<file path="config.mk">
export PLATFORM = sky130hd
export DESIGN_NAME = satu_top
export DESIGN_NICKNAME = d
export VERILOG_FILES = /design/src/rtl/satu_pkg.sv /design/src/rtl/satu_clamp.sv /design/src/rtl/satu_dp.sv /design/src/rtl/satu_ctrl.sv /design/src/rtl/satu_top.sv
export SDC_FILE = /design/constraint.sdc
export NUM_CORES = 1
export LEC_CHECK = 0
export ABC_CLOCK_PERIOD_IN_PS = 6900
export BUFFER_PORTS_ARGS = -buffer_cell sky130_fd_sc_hd__buf_4
export CAP_MARGIN = 15
export CORE_MARGIN = 3
export CORE_UTILIZATION = 35
export CTS_CLUSTER_SIZE = 16
export DETAILED_ROUTE_END_ITERATION = 16
export PLACE_DENSITY = 0.56
export SETUP_SLACK_MARGIN = 0.05
export SLEW_MARGIN = 20
export SYNTH_ARGS = -nofsm -noshare
export SYNTH_HDL_FRONTEND = slang
export SYNTH_SLANG_ARGS = --single-unit
</file>
<file path="constraint.sdc">
create_clock -name clk -period 6.9 [get_ports clk]
set_input_delay 0.345 -clock clk [delete_from_list [all_inputs] [get_ports clk]]
set_output_delay 0.345 -clock clk [all_outputs]
set_load 0.05 [all_outputs]
</file>
<file path="src/rtl/satu_pkg.sv">
package satu_pkg;

  localparam logic [3:0] OPC_QADD  = 4'd0;
  localparam logic [3:0] OPC_QADDW = 4'd1;
  localparam logic [3:0] OPC_QSUB  = 4'd2;
  localparam logic [3:0] OPC_QDBL  = 4'd3;
  localparam logic [3:0] OPC_UADD  = 4'd4;
  localparam logic [3:0] OPC_USUB  = 4'd5;
  localparam logic [3:0] OPC_SCLP  = 4'd6;
  localparam logic [3:0] OPC_UCLP  = 4'd7;
  localparam logic [3:0] OPC_SCLP2 = 4'd8;
  localparam logic [3:0] OPC_UCLP2 = 4'd9;

  typedef enum logic [2:0] {
    K_NONE, K_ADD, K_SUB, K_DBL, K_UADD, K_USUB, K_CLAMP
  } kind_e;

  typedef struct packed {
    kind_e kind;
    logic  wrapOnly;
    logic  clampSigned;
    logic  dualLane;
  } strobe_t;

endpackage

</file>
<file path="src/rtl/satu_clamp.sv">
module satu_clamp #(
  parameter int IN_W   = 32,
  parameter int CALC_W = 33,
  parameter int WID_W  = 5
) (
  input  logic [IN_W-1:0]  val,
  input  logic [WID_W-1:0] width,
  input  logic             isSigned,
  output logic [IN_W-1:0]  res,
  output logic             hit
);
  logic signed [CALC_W-1:0] ext;
  logic signed [CALC_W-1:0] hiLim;
  logic signed [CALC_W-1:0] loLim;
  logic signed [CALC_W-1:0] chosen;

  always_comb begin
    ext   = {{(CALC_W-IN_W){val[IN_W-1]}}, val};
    hiLim = (CALC_W'(1) << width) - CALC_W'(1);
    loLim = ~hiLim;
    chosen = ext;
    hit    = 1'b0;
    if (isSigned) begin
      if (ext > hiLim) begin
        chosen = hiLim;
        hit    = 1'b1;
      end else if (ext < loLim) begin
        chosen = loLim;
        hit    = 1'b1;
      end
    end else begin
      if (ext < 0) begin
        chosen = '0;
        hit    = 1'b1;
      end else if (ext > hiLim) begin
        chosen = hiLim;
        hit    = 1'b1;
      end
    end
    res = chosen[IN_W-1:0];
  end
endmodule

</file>
<file path="src/rtl/satu_dp.sv">
module satu_dp
  import satu_pkg::*;
#(
  parameter int DATA_W = 32,
  parameter int WID_W  = 5,
  parameter int LANES  = 2
) (
  input  strobe_t           strobe,
  input  logic [DATA_W-1:0] opA,
  input  logic [DATA_W-1:0] opB,
  input  logic [WID_W-1:0]  satWidth,
  output logic [DATA_W-1:0] result,
  output logic              satHit
);
  localparam int LANE_W = DATA_W / LANES;
  localparam int MSB    = DATA_W - 1;
  localparam logic [DATA_W-1:0] POS_MAX = {1'b0, {(DATA_W-1){1'b1}}};
  localparam logic [DATA_W-1:0] NEG_MIN = {1'b1, {(DATA_W-1){1'b0}}};

  logic [DATA_W-1:0] sumW, diffW, satOfA;
  logic [DATA_W:0]   uSum;
  logic              addOvf, subOvf, dblHigh, dblLow;

  logic [DATA_W-1:0] fullRes;
  logic              fullHit;
  logic [DATA_W-1:0] laneRes;
  logic [LANES-1:0]  laneHit;

  always_comb begin
    sumW    = opA + opB;
    diffW   = opA - opB;
    uSum    = {1'b0, opA} + {1'b0, opB};
    satOfA  = opA[MSB] ? NEG_MIN : POS_MAX;
    addOvf  = (sumW[MSB] ^ opA[MSB]) & ~(opA[MSB] ^ opB[MSB]);
    subOvf  = (diffW[MSB] ^ opA[MSB]) & (opA[MSB] ^ opB[MSB]);
    dblHigh = ~opA[MSB] & opA[MSB-1];
    dblLow  = opA[MSB] & (~opA[MSB-1] | (opA[MSB-2:0] == '0));
  end

  satu_clamp #(.IN_W(DATA_W), .CALC_W(DATA_W+1), .WID_W(WID_W)) fullClamp_i (
    .val(opA), .width(satWidth), .isSigned(strobe.clampSigned),
    .res(fullRes), .hit(fullHit)
  );

  for (genvar l = 0; l < LANES; l++) begin : g_lane
    satu_clamp #(.IN_W(LANE_W), .CALC_W(DATA_W+1), .WID_W(WID_W)) laneClamp_i (
      .val(opA[l*LANE_W +: LANE_W]), .width(satWidth),
      .isSigned(strobe.clampSigned),
      .res(laneRes[l*LANE_W +: LANE_W]), .hit(laneHit[l])
    );
  end

  always_comb begin
    result = '0;
    satHit = 1'b0;
    case (strobe.kind)
      K_ADD: begin
        satHit = addOvf;
        result = (addOvf && !strobe.wrapOnly) ? satOfA : sumW;
      end
      K_SUB: begin
        satHit = subOvf;
        result = subOvf ? satOfA : diffW;
      end
      K_DBL: begin
        satHit = dblHigh | dblLow;
        if (dblHigh)     result = POS_MAX;
        else if (dblLow) result = NEG_MIN;
        else             result = {opA[MSB-1:0], 1'b0};
      end
      K_UADD: begin
        satHit = uSum[DATA_W];
        result = uSum[DATA_W] ? '1 : uSum[DATA_W-1:0];
      end
      K_USUB: begin
        satHit = (opB > opA);
        result = (opB > opA) ? '0 : diffW;
      end
      K_CLAMP: begin
        satHit = strobe.dualLane ? |laneHit : fullHit;
        result = strobe.dualLane ? laneRes : fullRes;
      end
      default: begin
        result = '0;
        satHit = 1'b0;
      end
    endcase
  end
endmodule

</file>
<file path="src/rtl/satu_ctrl.sv">
module satu_ctrl
  import satu_pkg::*;
(
  input  logic       clk,
  input  logic       rst_n,
  input  logic [3:0] opSel,
  input  logic       stickyClr,
  input  logic       satHit,
  output strobe_t    strobe,
  output logic       stickyFlag
);
  always_comb begin
    strobe = '{kind: K_NONE, wrapOnly: 1'b0, clampSigned: 1'b0, dualLane: 1'b0};
    case (opSel)
      OPC_QADD:  strobe.kind = K_ADD;
      OPC_QADDW: begin strobe.kind = K_ADD; strobe.wrapOnly = 1'b1; end
      OPC_QSUB:  strobe.kind = K_SUB;
      OPC_QDBL:  strobe.kind = K_DBL;
      OPC_UADD:  strobe.kind = K_UADD;
      OPC_USUB:  strobe.kind = K_USUB;
      OPC_SCLP:  begin strobe.kind = K_CLAMP; strobe.clampSigned = 1'b1; end
      OPC_UCLP:  strobe.kind = K_CLAMP;
      OPC_SCLP2: begin
        strobe.kind = K_CLAMP; strobe.clampSigned = 1'b1; strobe.dualLane = 1'b1;
      end
      OPC_UCLP2: begin strobe.kind = K_CLAMP; strobe.dualLane = 1'b1; end
      default:   strobe.kind = K_NONE;
    endcase
  end

  always_ff @(posedge clk or negedge rst_n) begin
    if (!rst_n)         stickyFlag <= 1'b0;
    else if (stickyClr) stickyFlag <= satHit;
    else                stickyFlag <= stickyFlag | satHit;
  end
endmodule

</file>
<file path="src/rtl/satu_top.sv">
module satu_top
  import satu_pkg::*;
#(
  parameter int DATA_W = 32,
  parameter int WID_W  = $clog2(DATA_W)
) (
  input  logic              clk,
  input  logic              rst_n,
  input  logic [3:0]        opSel,
  input  logic [DATA_W-1:0] opA,
  input  logic [DATA_W-1:0] opB,
  input  logic [WID_W-1:0]  satWidth,
  input  logic              stickyClr,
  output logic [DATA_W-1:0] result,
  output logic              stickyFlag
);
  strobe_t strobe;
  logic    satHit;

  satu_ctrl ctrl_i (
    .clk(clk), .rst_n(rst_n), .opSel(opSel), .stickyClr(stickyClr),
    .satHit(satHit), .strobe(strobe), .stickyFlag(stickyFlag)
  );

  satu_dp #(.DATA_W(DATA_W), .WID_W(WID_W), .LANES(2)) dp_i (
    .strobe(strobe), .opA(opA), .opB(opB), .satWidth(satWidth),
    .result(result), .satHit(satHit)
  );
endmodule

</file>
==> flow_summary.toml <==
[status]
status = "finished clean"

[global_routing]
first_global_vias = 13200
gr-usage-all-layers = 0.298
use_met1 = 0.429
gr-max-usage-layer = "met2"
grt_start_max_net_pins = 63
grt-ovfl-total = 0
gr-usage-met3 = 0.0496
grt_first_pass_wirelength_um = 82600
met2_usage = 0.461
antenna_found_initial = 1

[worst_setup_path]
rr_worst_depth = 3
reg2reg_from = "ctrl_i.stickyFlag"
critPathCaptureType = "output port"
crit_family = "compound AO/OA/AOI/OAI gates"
cp.depth = 22
critPathRequiredTime_ns = 6.55
cp-start-kind = "input port"
arrival_ns = 6.28
path_buf_inv = 3
r2r_slack_ns = 5.76
cp_cell_sequence = "buf_4, ha_1, o2111ai_1, a21oi_2, a21oi_1, o2111a_1, or2_2, o32ai_1, o21ai_0, a21oi_1, fa_1, nand2b_1, nor2_1, nor2_1, and2_1, nand2_2, nand2_1, a21oi_1, buf_4, o211ai_1, or4_1, buf_4"
worstSetupPathType = "input port to output port"
max_stage_delay_ns = 0.54
crit_path_start = "opA[4]"
cp_slowest_cell = "ha_1"
critPathMaxFanout = 12

[logic_synthesis]
ys_ff_latch = 1
synthesis.instances = 1705
async_flop_share = 1.00
yosys_warnings = 0
yosys-top-cells-area = "ha_1 (28%), a21oi_1 (6.7%), o21ai_0 (6.1%), nand2_1 (4.9%), nor2_1 (4.8%)"
syn_area_per_cell_um2 = 6.70
synth_edf_count = 0
synth_common_cells = "ha_1 (252), a21oi_1 (153), nand2_1 (148), nor2_1 (145), o21ai_0 (139)"
netlist_area_um2 = 11400
synth_ff_type = "dfrtp_1"
synth.largest_area_cell = "ha_1"
synthDistinctLibCells = 87
synth.most_common_cell = "ha_1"
seq_area_frac_synth = 0.00219
post-synth-top-area-fraction = 0.276

[clocking]
clk_latency_ns = 0
clk_pin_slew_ns = 0

[routing]
initialDrtViolationCount = 1835
ant_nets = 0
wl_um = 55300
via_count = 14200
drcViolationCount = 0
drtPass1Iterations = 6
post_drt_wl_per_cell_um = 24.8
vias_per_cell = 6.36

[die]
dieWidth_um = 187
ioPinCount = 109
placementRows = 65
die_height_um = 187
start_util = 0.358
core_area_um2 = 31900
dieArea_um2 = 34800

[sta]
rsz0062_at_grt = "true"
timing.setup.tns_ns = 0
max_freq_ghz = 0.151
timing.final.crit_share = 0.961
setup_violations = 0
worst_pin_slew_ns = 1.15
skew_ns = 0
slew_headroom = 0.227
hold_viol_final = 0
maxSlewViolCount = 0
fin_crit_ns = 6.63

[place]
place.gp.congestion = 1.04
dp_hpwl_um = 44500
portBuffers = 108

[job]
cap_violations = 0

[finish]
drive_gt1_frac = 0.111
regMostFlops = "ctrl_i.stickyFlag"
nets = 2121
fillCellCount = 3519
largestRegisters = "ctrl_i.stickyFlag: 1 flops"
largest_register_ffs = 1
syn2layout_area_growth_pct = 12.8

[worst_hold_path]
hold_path_class = "input port to asynchronous set/reset pin"
layout make-up:
class	count	area, µm²	share of cell area
Antenna cell	2	5.00	0.000388
Timing Repair Buffer	159	1190	0.0926
Inverter	129	484	0.0376
Multi-Input combinational cell	1499	10600	0.825
Sequential cell	1	25.0	0.00194
Tap cell	435	544	0.0422
placed cells by master (no fill, tap or decap), types with 7 or more instances in the layout:
cell type,n
buf_4,159
and2_1,13
a2111oi_0,8
nor4_1,30
nor3_1,37
xor2_1,13
o21bai_1,13
o31a_1,7
nor2_1,145
a21o_1,20
a211oi_1,28
a22oi_1,19
or4_1,8
a21oi_1,152
a22o_1,8
nand3_1,52
a31oi_1,22
and3_1,20
o22ai_1,15
or2_2,11
nand2_1,147
inv_1,127
o31ai_1,17
o211ai_1,18
o2111ai_1,13
o221ai_1,11
nand2b_1,19
a221o_1,8
nor2b_1,20
nand4_1,38
xnor2_1,39
ha_1,251
o21ai_0,138
a221oi_1,21
mux2i_1,7
cells by family (layout without fill, tap and decap cells):
family,count (synthesis),count (layout),synth area share
flops,1,1,0.00219
compound gates,596,596,0.344
mux,12,12,0.0114
buf+inv,208,288,0.0699
xor+xnor,52,52,0.0399
other cells,2,7,0.000657
simple gates,579,579,0.251
fa+ha+maj,255,255,0.281
what timing repair did:
item	in CTS	in global routing
hold buffers	0	0
setup endpoints to repair	0	17
gates resized for setup	0	4
setup buffers	0	0
metal layers:
layer | wire length [µm] | up-vias
met4 | 1930 | 0
met5 | 0 | -
met1 | 24100 | 6615
met2 | 23100 | 865
met3 | 6130 | 155
li1 | - | 6518
worst paths after layout:
kind	to
hold / removal	ctrl_i.stickyFlag
setup / recovery	result[0]
max in group asynchronous	ctrl_i.stickyFlag
hold reg to reg	ctrl_i.stickyFlag
min in group clk	ctrl_i.stickyFlag
setup reg to reg	ctrl_i.stickyFlag
stage by stage:
stage | instances | worst slack, ns | hold WS (ns) | area, µm² | util
3_5_place_dp | 2223 | 0.340 | 0.122 | 12900 | 0.404
6_report | 2225 | 0.272 | 0.121 | 12900 | 0.404
2_1_floorplan | 1708 | 0.694 | 0.0494 | 11400 | -
4_1_cts | 2223 | 0.288 | 0.121 | 12900 | 0.404
3_3_place_gp | 2223 | 0.266 | 0.121 | 12900 | 0.404
5_1_grt | 2223 | 0.0279 | 0.125 | 12900 | 0.404
